### config.mk
export PLATFORM = sky130hd
export DESIGN_NAME = tri_gate_ctrl
export DESIGN_NICKNAME = d
export VERILOG_FILES = /design/src/rtl/tgc_pkg.sv /design/src/rtl/tgc_sync.sv /design/src/rtl/tgc_deadband.sv /design/src/rtl/tgc_limit.sv /design/src/rtl/tri_gate_ctrl.sv
export SDC_FILE = /design/constraint.sdc
export NUM_CORES = 1
export LEC_CHECK = 0
export BUFFER_PORTS_ARGS = -buffer_cell sky130_fd_sc_hd__clkbuf_2
export CORE_ASPECT_RATIO = 0.6
export CORE_MARGIN = 2
export CORE_UTILIZATION = 60
export CTS_CLUSTER_SIZE = 16
export DETAILED_ROUTE_END_ITERATION = 10
export PLACE_DENSITY = 0.9
export SETUP_SLACK_MARGIN = 0.3
export SLEW_MARGIN = 5
export SYNTH_ARGS = -nofsm -noshare
export SYNTH_HDL_FRONTEND = slang
export SYNTH_SLANG_ARGS = --single-unit
### constraint.sdc
create_clock -name clk -period 2.91 [get_ports clk]
set_clock_uncertainty 0.2 [all_clocks]
set_input_delay 0.291 -clock clk [delete_from_list [all_inputs] [get_ports clk]]
set_output_delay 0.291 -clock clk [all_outputs]
set_load 0.01 [all_outputs]
### src/rtl/tgc_pkg.sv
package tgc_pkg;

  typedef enum logic [1:0] {
    PH_OFF = 2'd0,
    PH_TOP = 2'd1,
    PH_BOT = 2'd2
  } ph_mode_e;

  typedef enum logic [1:0] {
    OVR_NONE = 2'd0,
    OVR_HIGH = 2'd1,
    OVR_LOW  = 2'd2,
    OVR_RSVD = 2'd3
  } ovr_e;

  // Truth table of one half bridge: conflicting or idle commands give OFF.
  function automatic ph_mode_e cmd_to_mode(input logic hi, input logic lo);
    case ({hi, lo})
      2'b10:   return PH_TOP;
      2'b01:   return PH_BOT;
      default: return PH_OFF;
    endcase
  endfunction

  // Direct hand-over from one conducting side to the other.
  function automatic logic is_swap(input ph_mode_e prev, input ph_mode_e cur);
    return (cur != PH_OFF) && (prev != PH_OFF) && (cur != prev);
  endfunction

endpackage

### src/rtl/tgc_sync.sv
module tgc_sync #(
  parameter int W = 6
) (
  input  logic         clk,
  input  logic         rst,
  input  logic [W-1:0] d,
  output logic [W-1:0] q
);
  logic [W-1:0] stage1;

  always_ff @(posedge clk) begin
    if (rst) begin
      stage1 <= '0;
      q      <= '0;
    end else begin
      stage1 <= d;
      q      <= stage1;
    end
  end
endmodule

### src/rtl/tgc_deadband.sv
module tgc_deadband
  import tgc_pkg::*;
#(
  parameter int DEAD_CYCLES = 8
) (
  input  logic     clk,
  input  logic     rst,
  input  ph_mode_e mode_i,
  output ph_mode_e mode_o
);
  localparam int CW = $clog2(DEAD_CYCLES + 1);

  ph_mode_e        prev_q;
  logic [CW-1:0]   cnt_q;
  logic            swap;

  assign swap   = is_swap(prev_q, mode_i);
  assign mode_o = (swap || cnt_q != '0) ? PH_OFF : mode_i;

  always_ff @(posedge clk) begin
    if (rst) begin
      prev_q <= PH_OFF;
      cnt_q  <= '0;
    end else begin
      prev_q <= mode_i;
      if (swap)
        cnt_q <= CW'(DEAD_CYCLES - 1);
      else if (cnt_q != '0)
        cnt_q <= cnt_q - 1'b1;
    end
  end
endmodule

### src/rtl/tgc_limit.sv
module tgc_limit #(
  parameter int NPH = 3
) (
  input  logic           clk,
  input  logic           rst,
  input  logic           lim_en,
  input  logic [NPH-1:0] over,
  input  logic [NPH-1:0] top_s,
  input  logic [NPH-1:0] top_rise,
  output logic           flag,
  output logic           release_evt
);
  logic           latch_q, armed_q;
  logic [NPH-1:0] who_q;
  logic           any_over, cond_now;

  assign any_over    = |over;
  assign cond_now    = !any_over && ((who_q & top_s) == '0);
  assign release_evt = lim_en && latch_q && !any_over && (armed_q || cond_now) && (|top_rise);
  assign flag        = lim_en && (latch_q || any_over);

  always_ff @(posedge clk) begin
    if (rst || !lim_en) begin
      latch_q <= 1'b0;
      armed_q <= 1'b0;
      who_q   <= '0;
    end else if (any_over) begin
      latch_q <= 1'b1;
      armed_q <= 1'b0;
      who_q   <= latch_q ? (who_q | over) : over;
    end else if (release_evt) begin
      latch_q <= 1'b0;
      armed_q <= 1'b0;
      who_q   <= '0;
    end else if (latch_q && cond_now) begin
      armed_q <= 1'b1;
    end
  end
endmodule

### src/rtl/tri_gate_ctrl.sv
module tri_gate_ctrl
  import tgc_pkg::*;
#(
  parameter int DEAD_CYCLES = 8
) (
  input  logic       clk,
  input  logic       rst,
  input  logic [2:0] pwm_hi,
  input  logic [2:0] pwm_lo,
  input  logic [2:0] over_thr,
  input  logic       hard_off,
  input  logic [1:0] ilim_ovr,
  input  logic       uv_a,
  input  logic       uv_bc,
  output logic [2:0] gate_hi,
  output logic [2:0] gate_lo,
  output logic       ilim_flag
);
  localparam int NPH = 3;

  logic [2*NPH-1:0] cmd_s;
  logic [NPH-1:0]   top_s, bot_s, top_prev, top_rise;
  logic             lim_en, gates_en, release_evt;

  tgc_sync #(.W(2*NPH)) u_sync (
    .clk (clk),
    .rst (rst),
    .d   ({pwm_hi, pwm_lo}),
    .q   (cmd_s)
  );

  assign top_s = cmd_s[2*NPH-1:NPH];
  assign bot_s = cmd_s[NPH-1:0];

  always_ff @(posedge clk) begin
    if (rst) top_prev <= '0;
    else     top_prev <= top_s;
  end
  assign top_rise = top_s & ~top_prev;

  assign lim_en = (ilim_ovr != OVR_LOW);

  tgc_limit #(.NPH(NPH)) u_limit (
    .clk         (clk),
    .rst         (rst),
    .lim_en      (lim_en),
    .over        (over_thr),
    .top_s       (top_s),
    .top_rise    (top_rise),
    .flag        (ilim_flag),
    .release_evt (release_evt)
  );

  assign gates_en = !hard_off && !uv_a && !uv_bc && (ilim_ovr != OVR_HIGH) && !ilim_flag;

  for (genvar p = 0; p < NPH; p++) begin : g_phase
    ph_mode_e want, allowed;
    assign want = cmd_to_mode(top_s[p], bot_s[p]);

    tgc_deadband #(.DEAD_CYCLES(DEAD_CYCLES)) u_db (
      .clk    (clk),
      .rst    (rst),
      .mode_i (want),
      .mode_o (allowed)
    );

    assign gate_hi[p] = gates_en && (allowed == PH_TOP);
    assign gate_lo[p] = gates_en && (allowed == PH_BOT);
  end
endmodule

==> flow_metrics.py <==
metrics = {
    "floorplan": {
        "start_util_pct": 65.0,
        "io_pins": 23,
        "rows": 14,
        "fp.dieW_um": 72.4,
        "coreArea_um2": 2590,
        "dieHeight_um": 45.1,
        "die_area_um2": 3260,
    },
    "yosys": {
        "synth_top_area_share_pct": 45.1,
        "ys_ff_latch": 38,
        "ys_types": 25,
        "netlist_area_um2": 1690,
        "yosys_warnings": 0,
        "netlist_top_cells_area": "dfxtp_1 45%, ha_1 8.9%, nor2b_1 8.2%, a21oi_1 5.0%, nor3_1 4.5%",
        "seq_area_frac_synth_pct": 45.1,
        "syn-num-nets": 222,
        "netlist_instances": 194,
        "synth_top_cell_by_area": "dfxtp_1",
        "syn_avg_cell_area_um2": 8.69,
    },
    "setup_path": {
        "cp.required_ns": 2.42,
        "worstSetupPathType": "flip-flop to output pin",
        "path_cells": "inv_2 > ha_4 > or3b_4 > or4_4 > nor4_2 > buf_2",
        "start_kind": "flip-flop",
        "slowest_delay_ns": 0.56,
        "worstPathMaxFanout": 3,
        "cp_slowest_cell": "or4_4",
        "cp-end-kind": "output pin",
        "arrival_ns": 2.09,
    },
    "clock_tree": {
        "clockBufferDepth": 2,
        "htreeDepth": 2,
        "path_clk_slew_ns": 0.07,
        "clockRootBuffer": "clkbuf_8",
        "cts.sinks": 38,
        "cts_tree": "built",
        "clock_latency_ns": 0.29,
        "hold_buffers": 0,
        "cts_made_buffers": 5,
    },
    "placement": {
        "placed_cells": 242,
        "hpwl_um": 2290,
        "portBuffers": 22,
        "gp_congestion": 0.861,
    },
    "detailed_routing": {
        "vias": 1408,
        "drcViolationCount": 0,
        "wl_per_cell_um": 13.3,
        "viasPerCell": 5.57,
        "antenna_left": 0,
        "first_iter_violations": 71,
        "dr.pass1.iters": 4,
        "wirelength_um": 3360,
    },
    "finish": {
        "area_delta_synth_final_pct": 18.0,
        "final_common_cell": "dfxtp_1",
        "final_cell_mix": "36 x dfxtp_1, 22 x nor2b_1, 20 x clkbuf_2, 17 x inv_1, 17 x a21oi_1",
        "drive_above_1_share_pct": 20.8,
        "num_antenna_cells": 0,
        "finalNetCount": 248,
        "final_cells": 253,
        "nFillCells": 192,
    },
    "power": {
        "total_leakage_power_uw": 0.000825,
        "p_total_uw": 1550,
        "powerDensity_nw_per_um2": 781,
        "peakVddDrop_v": 0.000496,
    },
    "timing": {
        "timing.hold.ws_ns": 0.00978,
        "period_needed_ns": 2.58,
        "fin_crit_sh_pct": 88.8,
        "setup_viol_count_final": 0,
        "max_slew_margin_pct": 55.4,
        "finalSetupTns_ns": 0,
        "rsz0062_at_grt": "yes",
        "slew_viol_final": 0,
        "max_freq_ghz": 0.387,
        "hold_viol_final": 0,
        "tightest_slew_ns": 0.669,
    },
    "global_route": {
        "grt_pass1_wl_um": 5350,
        "grt_max_degree": 36,
        "grt_antenna_before_repair": 0,
        "overflow": 0,
        "grt_usage_pct": 22.3,
        "grt_pass1_vias": 1267,
    },
    "hold_path": {
        "hp-class": "input port to flip-flop",
    },
    "job": {
        "drv_cap": 0,
    },
    "run_status": {
        "status": "completed",
    },
}
==> per-layer routing <==
layer  global-route usage (%)  vias up  routed length (um)
li1                         -      700                   -
met1                     27.8      638                1560
met2                     35.6       60                1490
met3                     7.37       10                 232
met4                     10.7        0                  76
met5                        0        -                   0
==> state kept, by name, summed over array words and instances (netlist names) <==
register and flops:
g_phase.u_db.cnt_q 12, g_phase.u_db.prev_q 6, top_prev 3, u_limit.armed_q 1, u_limit.latch_q 1, u_limit.who_q 3, u_sync.q 6, u_sync.stage1 6
==> final timing paths <==
check,startpoint,to,slack [ns],depth (start not counted)
max reg2reg,u_sync.q[3],g_phase[0].u_db.cnt_q[3],1.11,6
max,g_phase[0].u_db.cnt_q[0],gate_hi[0],0.33,6
min reg2reg,u_sync.stage1[5],u_sync.q[5],0.24,1
min,pwm_lo[1],u_sync.stage1[1],0.01,2
==> layout make-up <==
type                    instances  area (um2)  share of cell area, %
clock buffers                   7        86.3                   4.34
clock inverters                 1        5.00                  0.252
inverters                      19        71.3                   3.59
multi-input cells             131         890                   44.7
flip-flops and latches         38         763                   38.4
well taps                      32        40.0                   2.01
repair buffers                 25         133                   6.67
==> kinds of logic after synthesis <==
family / after synthesis / synth area share (%)
and+or+nand+nor: 76 / 25.0
DFF: 38 / 45.1
AOI/OAI and AO/OA: 37 / 12.2
adders and majority gates: 12 / 8.91
buffers and inverters: 25 / 5.57
xor gates and xnor gates: 6 / 3.12
==> power breakdown <==
part	switching, uW	total (uW)	leakage [uW]	internal, uW
clock	178	369	0.0000482	191
sequential	61.2	670	0.000314	608
combinational	254	514	0.000463	260
total	493	1550	0.000825	1060
==> worst max-delay path, delay by kind of cell, from the launching register on <==
family        cells  cell delay, ns
simple gates      3            1.11
flops             1            0.33
buf+inv           2            0.24
fa+ha+maj         1            0.12
==> what timing repair did <==
item / 4_1_cts / 5_1_grt
pin swaps: 3 / 2
resized for setup: 10 / 7
setup buffers: 1 / 2
setup endpoints to repair: 4 / 3
==> metrics by stage <==
step / utilization (%) / cell area, um2 / worst slack, ns
after CTS: 74.8 / 1940 / 0.302
after floorplan: - / 1690 / 0.589
after global routing: 76.7 / 1990 / 0.226
after detailed placement: 69.9 / 1810 / 0.393
final: 76.7 / 1990 / 0.326
after global placement: 69.9 / 1810 / 0.451
==> cell usage after synthesis <==
cell / number
a222oi_1: 1
or3b_2: 2
nand2_1: 8
dfxtp_1: 38
a21o_1: 3
nor4_1: 6
ha_1: 12
and2b_1: 1
a2111oi_0: 1
o31ai_1: 1
o21a_1: 1
or4_1: 2
nand3_1: 1
or3_1: 6
nor3_1: 15
or3b_1: 1
inv_1: 19
nor2_1: 10
xor2_1: 3
a21oi_1: 17
xnor2_1: 3
nor2b_1: 22
nand2b_1: 2
o21ai_0: 13
clkbuf_1: 6
No activity file was read; power rests on OpenSTA's default activity.
